### config.mk
export PLATFORM = sky130hd
export DESIGN_NAME = i2c_addr_rx
export DESIGN_NICKNAME = d
export VERILOG_FILES = /design/src/rtl/i2c_rx_pkg.sv /design/src/rtl/i2c_rx_sync.sv /design/src/rtl/i2c_rx_core.sv /design/src/rtl/i2c_addr_rx.sv
export SDC_FILE = /design/constraint.sdc
export NUM_CORES = 1
export LEC_CHECK = 0
export ABC_AREA = 1
export BUFFER_PORTS_ARGS = -buffer_cell sky130_fd_sc_hd__buf_2
export CAP_MARGIN = 30
export CORE_MARGIN = 10
export CORE_UTILIZATION = 45
export CTS_BUF_LIST = sky130_fd_sc_hd__clkbuf_8
export DETAILED_ROUTE_END_ITERATION = 8
export HOLD_SLACK_MARGIN = 0.02
export PLACE_DENSITY = 0.69
export SKIP_CTS_REPAIR_TIMING = 1
export SYNTH_ARGS = -nofsm -noshare
export SYNTH_HDL_FRONTEND = slang
export SYNTH_SLANG_ARGS = --single-unit
### constraint.sdc
create_clock -name clk -period 1.7 [get_ports clk]
set_input_delay 0.17 -clock clk [delete_from_list [all_inputs] [get_ports clk]]
set_output_delay 0.17 -clock clk [all_outputs]
set_load 0.01 [all_outputs]
### src/rtl/i2c_rx_pkg.sv
package i2c_rx_pkg;

    typedef enum logic [1:0] {
        ST_IDLE = 2'd0,
        ST_RX   = 2'd1,
        ST_SKIP = 2'd2
    } rx_state_e;

    typedef enum logic [1:0] {
        K_ADDR    = 2'd0,
        K_ADDR_LO = 2'd1,
        K_DATA    = 2'd2,
        K_SKIP    = 2'd3
    } byte_kind_e;

    localparam logic [4:0] TEN_BIT_PREFIX = 5'b11110;

endpackage

### src/rtl/i2c_rx_sync.sv
module i2c_rx_sync #(
    parameter int STAGES = 2
) (
    input  logic clk,
    input  logic rst_n,
    input  logic scl_in,
    input  logic sda_in,
    output logic sda_s,
    output logic scl_rise,
    output logic scl_fall,
    output logic start_det,
    output logic stop_det
);
    logic [STAGES-1:0] scl_pipe_q;
    logic [STAGES-1:0] sda_pipe_q;
    logic              scl_prev_q;
    logic              sda_prev_q;
    logic              scl_s;

    always_ff @(posedge clk or negedge rst_n) begin
        if (!rst_n) begin
            scl_pipe_q <= '1;
            sda_pipe_q <= '1;
            scl_prev_q <= 1'b1;
            sda_prev_q <= 1'b1;
        end else begin
            scl_pipe_q <= {scl_pipe_q[STAGES-2:0], scl_in};
            sda_pipe_q <= {sda_pipe_q[STAGES-2:0], sda_in};
            scl_prev_q <= scl_s;
            sda_prev_q <= sda_s;
        end
    end

    assign scl_s     = scl_pipe_q[STAGES-1];
    assign sda_s     = sda_pipe_q[STAGES-1];
    assign scl_rise  = scl_s & ~scl_prev_q;
    assign scl_fall  = ~scl_s & scl_prev_q;
    // SDA moving while SCL is high marks a bus condition.
    assign start_det = scl_s & scl_prev_q & sda_prev_q & ~sda_s;
    assign stop_det  = scl_s & scl_prev_q & ~sda_prev_q & sda_s;

endmodule

### src/rtl/i2c_rx_core.sv
module i2c_rx_core
    import i2c_rx_pkg::*;
#(
    parameter int DW = 8
) (
    input  logic          clk,
    input  logic          rst_n,
    input  logic          en,
    input  logic          mode_10b,
    input  logic          se_irq_en,
    input  logic          sda_s,
    input  logic          scl_rise,
    input  logic          scl_fall,
    input  logic          start_det,
    input  logic          stop_det,
    input  logic          addr_wr,
    input  logic [DW-1:0] addr_wdata,
    input  logic          buf_rd,
    input  logic          ovf_clr,
    input  logic          irq_clr,
    output logic          sda_pd,
    output logic          scl_pd,
    output logic [DW-1:0] rx_data,
    output logic          buf_full,
    output logic          ovf,
    output logic          irq,
    output logic          upd_addr
);
    localparam int            CW       = $clog2(DW + 2);
    localparam logic [CW-1:0] LAST_BIT = CW'(DW);
    localparam logic [CW-1:0] ACK_END  = CW'(DW + 1);

    typedef struct packed {
        rx_state_e   st;
        byte_kind_e  kind;
        byte_kind_e  nxt;
        logic [CW-1:0] cnt;
        logic [DW-1:0] sr;
        logic [DW-1:0] rbuf;
        logic [DW-1:0] addr;
        logic        bf;
        logic        ovf;
        logic        irq;
        logic        upd;
        logic        hold;
        logic        ack;
        logic        pend;
        logic        pend_upd;
        logic        ten;
    } core_t;

    core_t      s_d, s_q;
    logic       hit;
    logic       need_upd;
    logic       blocked;
    byte_kind_e nxt_kind;

    always_comb begin
        s_d      = s_q;
        hit      = 1'b0;
        need_upd = 1'b0;
        nxt_kind = K_DATA;
        blocked  = s_q.bf | s_q.ovf;

        if (buf_rd)  s_d.bf  = 1'b0;
        if (ovf_clr) s_d.ovf = 1'b0;
        if (irq_clr) s_d.irq = 1'b0;

        if (!en) begin
            s_d.st       = ST_IDLE;
            s_d.cnt      = '0;
            s_d.ack      = 1'b0;
            s_d.hold     = 1'b0;
            s_d.pend     = 1'b0;
            s_d.pend_upd = 1'b0;
            s_d.ten      = 1'b0;
        end else if (start_det) begin
            s_d.st       = ST_RX;
            s_d.kind     = K_ADDR;
            s_d.cnt      = '0;
            s_d.ack      = 1'b0;
            s_d.hold     = 1'b0;
            s_d.pend     = 1'b0;
            s_d.pend_upd = 1'b0;
            if (se_irq_en) s_d.irq = 1'b1;
        end else if (stop_det) begin
            s_d.st       = ST_IDLE;
            s_d.ack      = 1'b0;
            s_d.hold     = 1'b0;
            s_d.pend     = 1'b0;
            s_d.pend_upd = 1'b0;
            s_d.ten      = 1'b0;
            if (se_irq_en) s_d.irq = 1'b1;
        end else if (s_q.st == ST_RX) begin
            if (scl_rise && s_q.cnt != ACK_END) begin
                if (s_q.cnt < LAST_BIT) s_d.sr = {s_q.sr[DW-2:0], sda_s};
                s_d.cnt = s_q.cnt + 1'b1;
            end
            // Decision point: falling edge of the last data pulse.
            if (scl_fall && s_q.cnt == LAST_BIT) begin
                unique case (s_q.kind)
                    K_ADDR: begin
                        if (mode_10b) begin
                            if (s_q.sr[DW-1 -: 5] == TEN_BIT_PREFIX &&
                                s_q.sr[DW-1:1] == s_q.addr[DW-1:1]) begin
                                if (!s_q.sr[0]) begin
                                    hit      = 1'b1;
                                    need_upd = 1'b1;
                                    nxt_kind = K_ADDR_LO;
                                end else if (s_q.ten) begin
                                    hit      = 1'b1;
                                    nxt_kind = K_SKIP;
                                end
                            end
                        end else if (s_q.sr[DW-1:1] == s_q.addr[DW-1:1]) begin
                            hit      = 1'b1;
                            nxt_kind = s_q.sr[0] ? K_SKIP : K_DATA;
                        end
                    end
                    K_ADDR_LO: begin
                        if (s_q.sr == s_q.addr) begin
                            hit      = 1'b1;
                            need_upd = 1'b1;
                            nxt_kind = K_DATA;
                        end
                    end
                    K_DATA: begin
                        hit      = 1'b1;
                        nxt_kind = K_DATA;
                    end
                    default: hit = 1'b0;
                endcase

                if (!hit) begin
                    s_d.st = ST_SKIP;
                end else begin
                    s_d.pend = 1'b1;
                    if (s_q.bf) s_d.ovf = 1'b1;
                    if (blocked) begin
                        s_d.pend_upd = 1'b0;
                        s_d.nxt      = (s_q.kind == K_DATA) ? K_DATA : K_SKIP;
                    end else begin
                        s_d.rbuf     = s_q.sr;
                        s_d.bf       = 1'b1;
                        s_d.ack      = 1'b1;
                        s_d.pend_upd = need_upd;
                        s_d.nxt      = nxt_kind;
                        if (s_q.kind == K_ADDR_LO) s_d.ten = 1'b1;
                    end
                end
            end
            // End of the acknowledge pulse.
            if (scl_fall && s_q.cnt == ACK_END) begin
                s_d.ack  = 1'b0;
                s_d.cnt  = '0;
                s_d.kind = s_q.nxt;
                if (s_q.pend) s_d.irq = 1'b1;
                if (s_q.pend_upd) begin
                    s_d.upd  = 1'b1;
                    s_d.hold = 1'b1;
                end
                s_d.pend     = 1'b0;
                s_d.pend_upd = 1'b0;
                if (s_q.nxt == K_SKIP) s_d.st = ST_SKIP;
            end
        end

        if (addr_wr) begin
            s_d.addr = addr_wdata;
            s_d.upd  = 1'b0;
            s_d.hold = 1'b0;
        end
    end

    always_ff @(posedge clk or negedge rst_n) begin
        if (!rst_n) s_q <= '0;
        else        s_q <= s_d;
    end

    assign sda_pd   = s_q.ack;
    assign scl_pd   = s_q.hold;
    assign rx_data  = s_q.rbuf;
    assign buf_full = s_q.bf;
    assign ovf      = s_q.ovf;
    assign irq      = s_q.irq;
    assign upd_addr = s_q.upd;

endmodule

### src/rtl/i2c_addr_rx.sv
module i2c_addr_rx #(
    parameter int DW          = 8,
    parameter int SYNC_STAGES = 2
) (
    input  logic          clk,
    input  logic          rst_n,
    input  logic          en,
    input  logic          mode_10b,
    input  logic          se_irq_en,
    input  logic          scl_in,
    input  logic          sda_in,
    output logic          scl_pd,
    output logic          sda_pd,
    input  logic          addr_wr,
    input  logic [DW-1:0] addr_wdata,
    input  logic          buf_rd,
    input  logic          ovf_clr,
    input  logic          irq_clr,
    output logic [DW-1:0] rx_data,
    output logic          buf_full,
    output logic          ovf,
    output logic          irq,
    output logic          upd_addr
);
    logic sda_s, scl_rise, scl_fall, start_det, stop_det;

    i2c_rx_sync #(.STAGES(SYNC_STAGES)) u_sync (
        .clk       (clk),
        .rst_n     (rst_n),
        .scl_in    (scl_in),
        .sda_in    (sda_in),
        .sda_s     (sda_s),
        .scl_rise  (scl_rise),
        .scl_fall  (scl_fall),
        .start_det (start_det),
        .stop_det  (stop_det)
    );

    i2c_rx_core #(.DW(DW)) u_core (
        .clk        (clk),
        .rst_n      (rst_n),
        .en         (en),
        .mode_10b   (mode_10b),
        .se_irq_en  (se_irq_en),
        .sda_s      (sda_s),
        .scl_rise   (scl_rise),
        .scl_fall   (scl_fall),
        .start_det  (start_det),
        .stop_det   (stop_det),
        .addr_wr    (addr_wr),
        .addr_wdata (addr_wdata),
        .buf_rd     (buf_rd),
        .ovf_clr    (ovf_clr),
        .irq_clr    (irq_clr),
        .sda_pd     (sda_pd),
        .scl_pd     (scl_pd),
        .rx_data    (rx_data),
        .buf_full   (buf_full),
        .ovf        (ovf),
        .irq        (irq),
        .upd_addr   (upd_addr)
    );

endmodule

# Yosys cells after proc, flatten, opt, wreduce, memory -nomap -nowiden
# Cells that the tools add are included.
[totals] register_bits=49 latchBits=0 ram_bits=0 romBits=0 inputBits=19 output_inout_bits=14 n_memories=0
[op_classes] n_addsub=1 multipliers=0 n_div=0 magnitude_cmp=1 eq_ne=31 shift=0 muxes=79 n_bitwise=15 n_reduce_logical=21
[op_table] cell="12-bit two-way mux" n=5
[op_table] cell="2-bit two-way mux" n=20
[op_table] cell="4-bit two-way mux" n=9
[op_table] cell="1-bit two-way mux" n=33
[op_table] cell="8-bit two-way mux" n=4
[op_table] cell="26-bit two-way mux" n=1
[op_table] cell="5-bit by 1-bit inequality test with 1-bit output (second input constant)" n=5
[op_table] cell="24-bit two-way mux" n=1
[op_table] cell="6-bit AND reduction" n=4
[op_table] cell="3-bit by 1-bit inequality test with 1-bit output (second input constant)" n=5
[op_table] cell="5-bit inequality test (second input constant)" n=3
[op_table] cell="2-bit nonzero test" n=6
[op_table] cell="5-bit two-way mux" n=2
[op_table] cell="9-bit two-way mux" n=1
[op_table] cell="3-bit AND reduction" n=3
[op_table] cell="4-bit == test (second input constant)" n=2
[op_table] cell="8-bit == test" n=1
[op_table] cell="2-bit inequality test (second input constant)" n=4
[op_table] cell="4-bit by 1-bit inequality test with 1-bit output (second input constant)" n=2
[op_table] cell="4-bit AND reduction" n=2
[op_table] cell="1-bit bitwise AND" n=7
[op_table] cell="7-bit == test" n=1
[op_table] cell="1-bit NOT" n=7
[op_table] cell="7-bit AND reduction" n=1
[op_table] cell="other kinds (13)" n=19

# Longest topological paths before layout
[logic_depth] word_depth=19 mapped_depth=16 depth_no_buf=15

# Cells and area by module
# From an unflattened synthesis, not the netlist that was laid out.
[hier_totals] hier_cells=299 hier_area_um2=2436.1
[modules_own_cells] module="i2c_rx_core" n_inst=1 cells_each=282 area_per_inst_um2=2237.1 seq_area_each_um2=1076.0
[modules_own_cells] module="i2c_rx_sync" n_inst=1 cells_each=17 area_per_inst_um2=198.9 seq_area_each_um2=157.7

# Least setup slack after synthesis
# OpenSTA, ideal clock, no wires.
[synth_timing] kind="flip-flop to flip-flop" start="register u_sync.sda_pipe_q[1]" end="register u_core.s_q (netlist bit u_core.rx_data[5])" setup_ns=0.115 t_arrival_ns=1.665 t_required_ns=1.585 setup_slack_ns=-0.080 path_stages_with_launch=11 path_buffers=1 synth_period_minus_slack_ns=1.780 path_cell_list="dfstp_2 nor3_1 nor2_1 inv_1 nor3_2 nand3_4 nor2_8 buf_6 nand2_1 o21ai_2 inv_2"
[synth_via] elab_chain_len=4 elab_cells_between_ends=6
[synth_rtl] element="from (decl)" line="i2c_rx_sync.sv:15" rtl="logic [STAGES-1:0] sda_pipe_q;"
[synth_rtl] element="from (signal assigned)" line="i2c_rx_sync.sv:28" rtl="sda_pipe_q <= {sda_pipe_q[STAGES-2:0], sda_in};"
[synth_rtl] element="1-bit NOT" line="i2c_rx_sync.sv:39" rtl="assign start_det = scl_s & scl_prev_q & sda_prev_q & ~sda_s;"
[synth_rtl] element="1-bit bitwise AND" line="i2c_rx_sync.sv:39"
[synth_rtl] element="1-bit NOT (no line)"
[synth_rtl] element="7-bit AND reduction (no line) (*)"
[synth_rtl] element="to (signal assigned)" line="i2c_rx_core.sv:176" rtl="if (!rst_n) s_q <= '0;"
[synth_rtl] element="to (signal assigned)" line="i2c_rx_core.sv:177" rtl="else s_q <= s_d;"
[synth_rtl] element="to (decl)" line="i2c_rx_core.sv:52" rtl="core_t s_d, s_q;"
# Every way passes the cells marked *; elsewhere a longest branch is shown, timed or not.
# A chain may end at the register's enable or synchronous reset.

# Worst setup path in the final report
[layout_timing] start="register u_core.s_q[30] in the netlist's numbering" end="register u_core.s_q (netlist bit u_core.rx_data[4])"
[layout_via] elab_chain_len=11 elab_cells_between_ends=15
[layout_rtl] element="7-bit == test / 5-bit == test (equally long branches)" line="i2c_rx_core.sv:105, i2c_rx_core.sv:115, i2c_rx_core.sv:104"
[layout_rtl] element="1-bit logical AND" line="i2c_rx_core.sv:104" rtl="if (s_q.sr[DW-1 -: 5] == TEN_BIT_PREFIX &&"
[layout_rtl] element="1-bit two-way mux" line="i2c_rx_core.sv:104"
[layout_rtl] element="1-bit two-way mux" line="i2c_rx_core.sv:103" rtl="if (mode_10b) begin"
[layout_rtl] element="1-bit case mux with 3 select lines (*)" line="i2c_rx_core.sv:101" rtl="unique case (s_q.kind)"
[layout_rtl] element="1-bit two-way mux (*)" line="i2c_rx_core.sv:100" rtl="if (scl_fall && s_q.cnt == LAST_BIT) begin"
[layout_rtl] element="1-bit two-way mux (*)" line="i2c_rx_core.sv:94" rtl="end else if (s_q.st == ST_RX) begin"
[layout_rtl] element="1-bit two-way mux (*)" line="i2c_rx_core.sv:86" rtl="end else if (stop_det) begin"
[layout_rtl] element="1-bit two-way mux (*)" line="i2c_rx_core.sv:77" rtl="end else if (start_det) begin"
[layout_rtl] element="1-bit two-way mux (*)" line="i2c_rx_core.sv:69" rtl="if (!en) begin"
[layout_rtl] element="7-bit AND reduction (no line) (*)"
# Every way passes the cells marked *; elsewhere a longest branch is shown, timed or not. The select of a mux whose other input is x is not followed.

==> metrics list <==
- Class of the most critical setup path: reg -> reg
- Routed length per placed instance: roughly 13 µm
* Maximum fanout encountered on the critical timing path: 7
- Data arrival, critical path: about 2.1 ns
* Finished Layout Cells: 440
- Outcome: finished with violations
- Leak Pwr: about 1.7 nW
- The core region is roughly 5200 µm².
- Synthesis inferred 49 register bits.
- Number of fill cells: around 410
* Final worst setup slack: -0.208 ns
- Share of the core filled with cells in the final layout: 0.647
* Number of buffers created by CTS: 5
* Slew Limit Headroom: 0.654
- Final clock period utilization by the worst path: 1.12
- Gate count of the mapped netlist: 292
- The library cells used most frequently in the layout, excluding fill and tap cells, are nand2_1 (62), dfrtp_1 (43), buf_4 (38).
- Summed over all layers, the global routing overflow is 0.
* Crit Reg-Reg Endpoint: u_core.rx_data[4]
- VDD IR max: 0.405 mV
- Worst reg-to-reg path cell count: 15
- Setup repair after global routing missed its margin: yes
* Main flop type after synthesis: dfrtp_1
- The worst path in the final design needs a cycle of about 1.9 ns, including I/O delays and setup.
- Buffers placed on the I/O ports in this run total 32.
- For this configuration, the core starts out at a cell density of 0.469.
- Count of flip-flops with a built-in enable after synthesis: 0
- Number of optimization iterations in the first detailed-route pass: 4
- The area growth from synthesis to layout is 38.0%.
* Yosys warns: 0
- The setup check on the worst reg-to-reg path leaves a slack of -0.21 ns.
- Area of all placed cells without fillers: about 3300 µm²
- CP Launch Point: u_core.s_q[30]
- TritonCTS built the clock tree.
* Cell at the root of the clock tree: clkbuf_8
- For the pin with the worst max-slew slack, the measured transition is around 0.52 ns.
- Entering global routing, the biggest net connects 29 pins.
* Mapped Nets: between 300 and 400
* Avg Synthesized Cell Area: roughly 8.3 µm²
- # DRC: 0
- Synthesized cell area: approximately 2400 µm²
- Setup violations remaining at the end of the flow were counted as 30.
* Placed cell areas: 2870 µm²
- Worst-Skew Late Latency: 0.30 ns
- Overall power: around 3.1 mW
- Across every metal layer, demand over resource in global routing totals 0.130.
- The worst setup path is captured at a register.
- Seq/Total Area, Yosys: 0.509
- Sink Count: 49
- Count of different cell masters after synthesis: 33
- The max-slew violation count is 0.
* Power per cell area: a little over 900 nW/µm²
- Clock slew seen by the registers of the worst setup and hold paths: 0.09 ns
* Final hold violations: 0
* Wire length of the first global-routing pass: between 9000 and 10000 µm
- Layout cells sized above 1: 0.419
* Horiz. Die Dim: roughly 93 µm
* Antenna violations before repair: 0
* Violation count after the first detailed-routing iteration: 93
- Inst Count DP: 415
- H-Tree Level Count: 2
- The checks that failed: setup timing.
- Number of I/O pins: 33
- Clock skew: between 0.006 and 0.007 ns
* Capture point of the worst path: u_core.rx_data[4]
- Die height: about 93 µm
* Achievable Freq: approximately 520 MHz
- Reported max-cap violation count: 0
- The congestion estimate from routability-driven global placement came to a little under 0.9.
- In this run the critical register-to-register path is launched from u_core.s_q[30].
- The repair_antennas step left the layout with diodes totalling 0.
- After detailed routing, the total wire length is between 5000 and 6000 µm.
- Number of global-route vias before repair: 2074
- The detail route stage leaves a number of antenna-violating nets equal to 0.
- Leaving out fill and tap cells, the most frequent cell in the layout is nand2_1.
* # rows: 26
* Class of the worst hold path: in -> reg
- Detailed placer's ending HPWL: slightly above 4000 µm
* Routed vias: about 2100
- Layout Nets: between 300 and 400
- After detailed routing, the number of vias per cell comes to between 4 and 5.
- Maximum clock path buffer count: 2
- For the worst setup path, the data required time is approximately 1.9 ns.
- STA classifies the critical path startpoint as a register.
- On the final layout, the worst hold slack is 0.0348 ns.
* DIE AREA: roughly 8700 µm²
- After synthesis, the share of flip-flops with an asynchronous set or reset is 1.00.
stage by stage:
stage	setup slack [ns]	setup TNS, ns
3_5_place_dp	-0.182	-2.06
6_report	-0.208	-3.17
4_1_cts	-0.206	-2.65
3_3_place_gp	-0.0869	-0.738
5_1_grt	-0.355	-6.81
2_1_floorplan	-0.0108	-0.0216
cells by family after synthesis:
logic type | count (synthesis) | synth area share
AOI/OAI and AO/OA | 50 | 0.116
xor gates and xnor gates | 2 | 0.00722
adders and majority gates | 3 | 0.0155
buffers and inverters | 60 | 0.109
DFF | 49 | 0.509
and+or+nand+nor | 128 | 0.244
critical path: stages, from the launching register on:
cell and delay (ns):
dfrtp_1 0.42, inv_2 0.05, nand2_1 0.05, nand2_1 0.06
nor2_2 0.14, nand2_2 0.08, nor2_4 0.16, nand3_2 0.12
nand3_2 0.08, nand2_2 0.07, nand2_4 0.09, nand3_4 0.11
nor2_8 0.19, nand2_1 0.06, o21ai_1 0.09, inv_2 0.04
cells in the mapped netlist (all sizes together), types with 2 or more instances:
cell type / number / area (µm²)
nand4: 2 / 12.5
nand2: 75 / 292
ha: 3 / 37.5
nor2: 19 / 95.1
buf: 10 / 76.3
dfrtp: 43 / 1080
inv: 49 / 184
o22ai: 3 / 18.8
o31ai: 2 / 15.0
xnor2: 2 / 17.5
o21ai: 33 / 173
a21oi: 8 / 40.0
nor4: 4 / 25.0
a31oi: 2 / 18.8
nor3: 7 / 40.0
nand3: 21 / 128
dfstp: 6 / 158
layer usage:
| layer | up-vias | routed length [µm] | GRT usage |
|---|---|---|---|
| met5 | - | 0 | 0 |
| met4 | 0 | 104 | 0.0450 |
| met3 | 10 | 255 | 0.0352 |
| met2 | 35 | 2980 | 0.216 |
| met1 | 993 | 2570 | 0.159 |
| li1 | 1083 | - | - |
sequential cells by signal, summed over array words and instances (netlist names):
name	count
u_core.irq	1
u_core.rx_data	8
u_core.scl_pd	1
u_sync.sda_pipe_q	2
u_sync.scl_pipe_q	2
u_sync.sda_prev_q	1
u_core.ovf	1
u_core.sda_pd	1
u_core.buf_full	1
u_core.upd_addr	1
u_core.s_q	29
u_sync.scl_prev_q	1
cell type report:
type / count / area [µm²] / share of cell area
Sequential cell: 49 / 1230 / 0.368
Tap cell: 70 / 87.6 / 0.0262
Multi-Input combinational cell: 184 / 1150 / 0.343
Clock buffer: 6 / 82.6 / 0.0247
Timing Repair Buffer: 80 / 572 / 0.171
Inverter: 49 / 186 / 0.0557
Clock inverter: 2 / 37.5 / 0.0112
worst min path at each step:
| stage | startpoint | slack [ns] | cells past startpoint | endpoint |
|---|---|---|---|---|
| final | buf_rd | 0.03 | 2 | u_core.buf_full |
| after global routing | irq_clr | 0.03 | 2 | u_core.irq |
| after CTS | rst_n | -0.16 | 1 | u_core.s_q[15] |
| after detailed placement | rst_n | 0.18 | 1 | u_core.s_q[15] |
| after global placement | rst_n | 0.18 | 1 | u_core.s_q[15] |
| after floorplan | rst_n | -0.13 | 0 | u_core.buf_full |
power breakdown:
| group | leakage (nW) | internal (mW) | switching [mW] |
|---|---|---|---|
| sequential | 0.629 | 1.30 | 0.131 |
| combinational | 1.04 | 0.352 | 0.419 |
| clock | 0.0574 | 0.479 | 0.398 |
| total | 1.72 | 2.13 | 0.949 |
Power figures use the tool's default switching activity.
